==> config.mk <==
export PLATFORM = sky130hd
export DESIGN_NAME = arinc_tx_loader
export DESIGN_NICKNAME = d
export VERILOG_FILES = /design/src/rtl/arinc_tx_loader.sv
export SDC_FILE = /design/constraint.sdc
export NUM_CORES = 1
export LEC_CHECK = 0
export CORE_MARGIN = 4
export CORE_UTILIZATION = 55
export CTS_BUF_LIST = sky130_fd_sc_hd__clkbuf_8
export DETAILED_ROUTE_END_ITERATION = 7
export PLACE_DENSITY = 0.8
export SKIP_CTS_REPAIR_TIMING = 1
export SYNTH_ARGS = -nofsm -noshare
export SYNTH_HDL_FRONTEND = slang
export SYNTH_SLANG_ARGS = --single-unit
==> constraint.sdc <==
create_clock -name clk -period 10.11 [get_ports clk]
set_input_delay 2.5275 -clock clk [delete_from_list [all_inputs] [get_ports clk]]
set_output_delay 2.5275 -clock clk [all_outputs]
set_load 0.03 [all_outputs]
==> src/rtl/arinc_tx_loader.sv <==
module arinc_tx_loader #(
  parameter int LO_W  = 16,
  parameter int HI_W  = 15,
  parameter int DEPTH = 8,
  localparam int WORD_W = LO_W + HI_W,
  localparam int CNT_W  = $clog2(DEPTH + 1),
  localparam int PTR_W  = (DEPTH > 1) ? $clog2(DEPTH) : 1
) (
  input  logic              clk,
  input  logic              rst_n,
  input  logic [LO_W-1:0]   bus_in,
  input  logic              strobe_lo,
  input  logic              strobe_hi,
  input  logic              tx_en,
  input  logic              ser_done,
  output logic              ser_load,
  output logic [WORD_W-1:0] ser_word,
  output logic              tx_ready,
  output logic [CNT_W-1:0]  fill
);

  logic [WORD_W-1:0] mem [DEPTH];
  logic [PTR_W-1:0]  wr_ptr, rd_ptr;
  logic [CNT_W-1:0]  cnt;
  logic [LO_W-1:0]   lo_q;
  logic              armed, busy;
  logic              commit, push, pop;

  function automatic logic [PTR_W-1:0] bump(input logic [PTR_W-1:0] p);
    return (p == PTR_W'(DEPTH - 1)) ? '0 : p + 1'b1;
  endfunction

  assign commit   = strobe_hi & armed;
  assign push     = commit & (cnt != CNT_W'(DEPTH));
  assign pop      = tx_en & ~busy & (cnt != '0);
  assign ser_load = pop;
  assign ser_word = mem[rd_ptr];
  assign tx_ready = (cnt == '0) & ~busy;
  assign fill     = cnt;

  always_ff @(posedge clk) begin
    if (push) mem[wr_ptr] <= {bus_in[HI_W-1:0], lo_q};
  end

  always_ff @(posedge clk or negedge rst_n) begin
    if (!rst_n) begin
      wr_ptr <= '0;
      rd_ptr <= '0;
      cnt    <= '0;
      armed  <= 1'b0;
      lo_q   <= '0;
      busy   <= 1'b0;
    end else begin
      if (push) wr_ptr <= bump(wr_ptr);
      if (pop)  rd_ptr <= bump(rd_ptr);
      case ({push, pop})
        2'b10:   cnt <= cnt + 1'b1;
        2'b01:   cnt <= cnt - 1'b1;
        default: cnt <= cnt;
      endcase
      if (strobe_lo) begin
        lo_q  <= bus_in;
        armed <= 1'b1;
      end else if (strobe_hi) begin
        armed <= 1'b0;
      end
      if (pop)                       busy <= 1'b1;
      else if (!tx_en || ser_done)   busy <= 1'b0;
    end
  end

endmodule


==> flow_metrics.env <==
export IMPL_layout_commonest_cell="edfxtp_1"
export IMPL_multi_input_area_mm2=0.00249
export IMPL_vias_per_cell=5.75
export IMPL_first_iter_violations=326
export IMPL_critical_path_class="in2out"
export IMPL_end_kind="primary output"
export IMPL_min_path_type="reg2reg"
export IMPL_wl_per_cell_um=22.7
export IMPL_worst_setup_path_start_kind="primary input"
export IMPL_cts_buffers=41
export IMPL_design_area_mm2=0.0125
export IMPL_synth_area_mm2=0.0108
export IMPL_hold_viol=0
export IMPL_die_area_mm2=0.0219
export IMPL_fin_cells=841
export IMPL_synthToLayoutAreaGrowth_pct=15.5
export IMPL_die_w_um=148
export IMPL_gp_congestion=0.727
export IMPL_ys_seq_area_share_pct=75.5
export IMPL_period_needed_ns=6.99
export IMPL_syn_area_per_cell_um2=23.5
export IMPL_status="complete, no violations"
export IMPL_io_buffers=58
export IMPL_pin_count=59
export IMPL_dp_cells=766
export IMPL_placed_area_mm2=0.0116
export IMPL_ant_nets=0
export IMPL_holdCritStartpoint="armed"
export IMPL_cts_buffer_depth=3
export IMPL_grt_pass1_vias=5232
export IMPL_grt_usage_pct=18.3
export IMPL_whs_endpoint="armed"
export IMPL_grt_max_degree=65
export IMPL_rsz0062_at_grt="false"
export IMPL_clockRootBuffer="clkbuf_8"
export IMPL_clk_pin_slew_worst_paths_ns=0.06
export IMPL_clk_latency_ns=0.54
export IMPL_overflow=0
export IMPL_cp_data_required_time_ns=7.58
export IMPL_drt_total_wl_mm=19.1
export IMPL_timing_final_crit_share_pct=69.2
export IMPL_max_slew_margin_pct=16.7
export IMPL_rr_worst_depth=5
export IMPL_synthCells=459
export IMPL_ys_flop_type="edfxtp_1"
export IMPL_seqCellArea_mm2=0.00816
export IMPL_clock_skew_ns=0.0143
export IMPL_crit_arrival_ns=4.46
export IMPL_drt_first_pass_iters=4
export IMPL_cp_max_fo=6
export IMPL_drv_slew=0
export IMPL_start_util_pct=56.8
export IMPL_max_freq_ghz=0.143
export IMPL_antenna_found_initial=0
export IMPL_reg2reg_to="mem[1][21]"
export IMPL_yosys_register_bits=276
export IMPL_worstMarginPinSlew_ns=1.24
export IMPL_p_leak_nw=4.21
export IMPL_place_hpwl_mm=10.4
export IMPL_p_per_area_mw_per_mm2=287
export IMPL_finalSetupViolations=0
export IMPL_hold_ws_ns=0.491
export IMPL_rows=50
export IMPL_tns_ns=0
export IMPL_drcViolationCount=0
export IMPL_cts_sinks=276
export IMPL_peakVddDrop_v=0.000307
export IMPL_reg2reg_slack_ns=6.94
export IMPL_grt_pass1_wl_mm=30.3
export IMPL_r2r_start="fill[2]"
export IMPL_nFillCells=1244
export IMPL_drive_above_1_share_pct=29.1
export IMPL_maxCapViolCount=0
export IMPL_vias=4832
export IMPL_synth_edf_count=248
export IMPL_diodes=0
export IMPL_final_cell_mix="248 x edfxtp_1, 58 x clkdlybuf4s50_1, 51 x clkbuf_8, 44 x mux2_2, 37 x mux4_2"
export IMPL_core_mm2=0.0190
export IMPL_hold_depth=1
export IMPL_cts_tree="built"
export IMPL_synth_cell_types=31
export IMPL_yosys_warnings=0
export IMPL_syn_nets=488
export IMPL_synthArstFlopShare_pct=10.1
export IMPL_ctsHtreeMaxLevel=2
export IMPL_die_height_um=148
export IMPL_nNetsFinal=578
[synthesized netlist by cell type, drive strengths merged, types with 2 or more instances]
cell,instances,share of area (%)
nor2,7,0.24
mux2,54,6.0
clkbuf,8,0.66
nand2,5,0.17
nor3b,6,0.42
nor3,3,0.14
mux4,62,14
a21oi,3,0.14
buf,12,1.0
nand2b,2,0.12
edfxtp,248,69
ha,7,0.81
dfrtp,28,6.5
inv,2,0.070
xor2,4,0.32
[critical path, cell delays in order]
cell and delay [ns]:
clkdlybuf4s50_1 0.47, nor3b_1 0.65, clkdlybuf4s50_1 0.81
[cell type report]
| type | instances | share of cell area (%) |
|---|---|---|
| clock inverter | 24 | 1.00 |
| multi-input combinational | 160 | 20.0 |
| inverter | 2 | 0.0602 |
| sequential | 276 | 65.5 |
| timing repair buffer | 68 | 5.26 |
| tap | 260 | 2.61 |
| clock buffer | 51 | 5.63 |
[registers in the layout, indices dropped and copies added (netlist names)]
signal	count
lo_q	16
rd_ptr	3
fill	4
wr_ptr	3
armed	1
busy	1
mem	248
[per-stage QoR]
| step | setup slack [ns] | power, W | util [%] |
|---|---|---|---|
| floorplan | 3.99 | 0.00237 | - |
| global placement | 3.16 | 0.00271 | 61.2 |
| detailed placement | 3.11 | 0.00274 | 61.2 |
| CTS | 3.09 | 0.00362 | 65.5 |
| global route | 3.00 | 0.00374 | 65.5 |
| finish | 3.12 | 0.00357 | 65.5 |
[metal layers]
metal / GRT usage (%) / part of all wire (%)
met3: 4.17 / 5.0
met2: 29.8 / 50
met1: 25.6 / 43
met4: 4.80 / 1.8
met5: 0 / 0
[how the worst max path moves through the flow]
stage                     start       end  slack, ns  cells after the start
after floorplan           tx_en  ser_load       3.99                      1
after global placement    tx_en  ser_load       3.16                      3
after detailed placement  tx_en  ser_load       3.11                      3
after CTS                 tx_en  ser_load       3.09                      3
after global routing      tx_en  ser_load       3.00                      3
final                     tx_en  ser_load       3.12                      3
[power by group]
| group | switching (W) | leakage (nW) | internal [W] |
|---|---|---|---|
| combinational | 0.000550 | 1.18 | 0.000592 |
| sequential | 0.000164 | 2.57 | 0.00139 |
| clock | 0.000397 | 0.470 | 0.000481 |
[logic make-up after synthesis]
| family | Yosys count | synth area share, % |
|---|---|---|
| AOI/OAI and AO/OA | 6 | 0.371 |
| xor gates and xnor gates | 5 | 0.406 |
| adders and majority gates | 7 | 0.811 |
| buffers and inverters | 23 | 1.87 |
| DFF | 276 | 75.5 |
| muxes | 116 | 19.8 |
| and+or+nand+nor | 26 | 1.28 |
(Power assumes the default switching activity.)
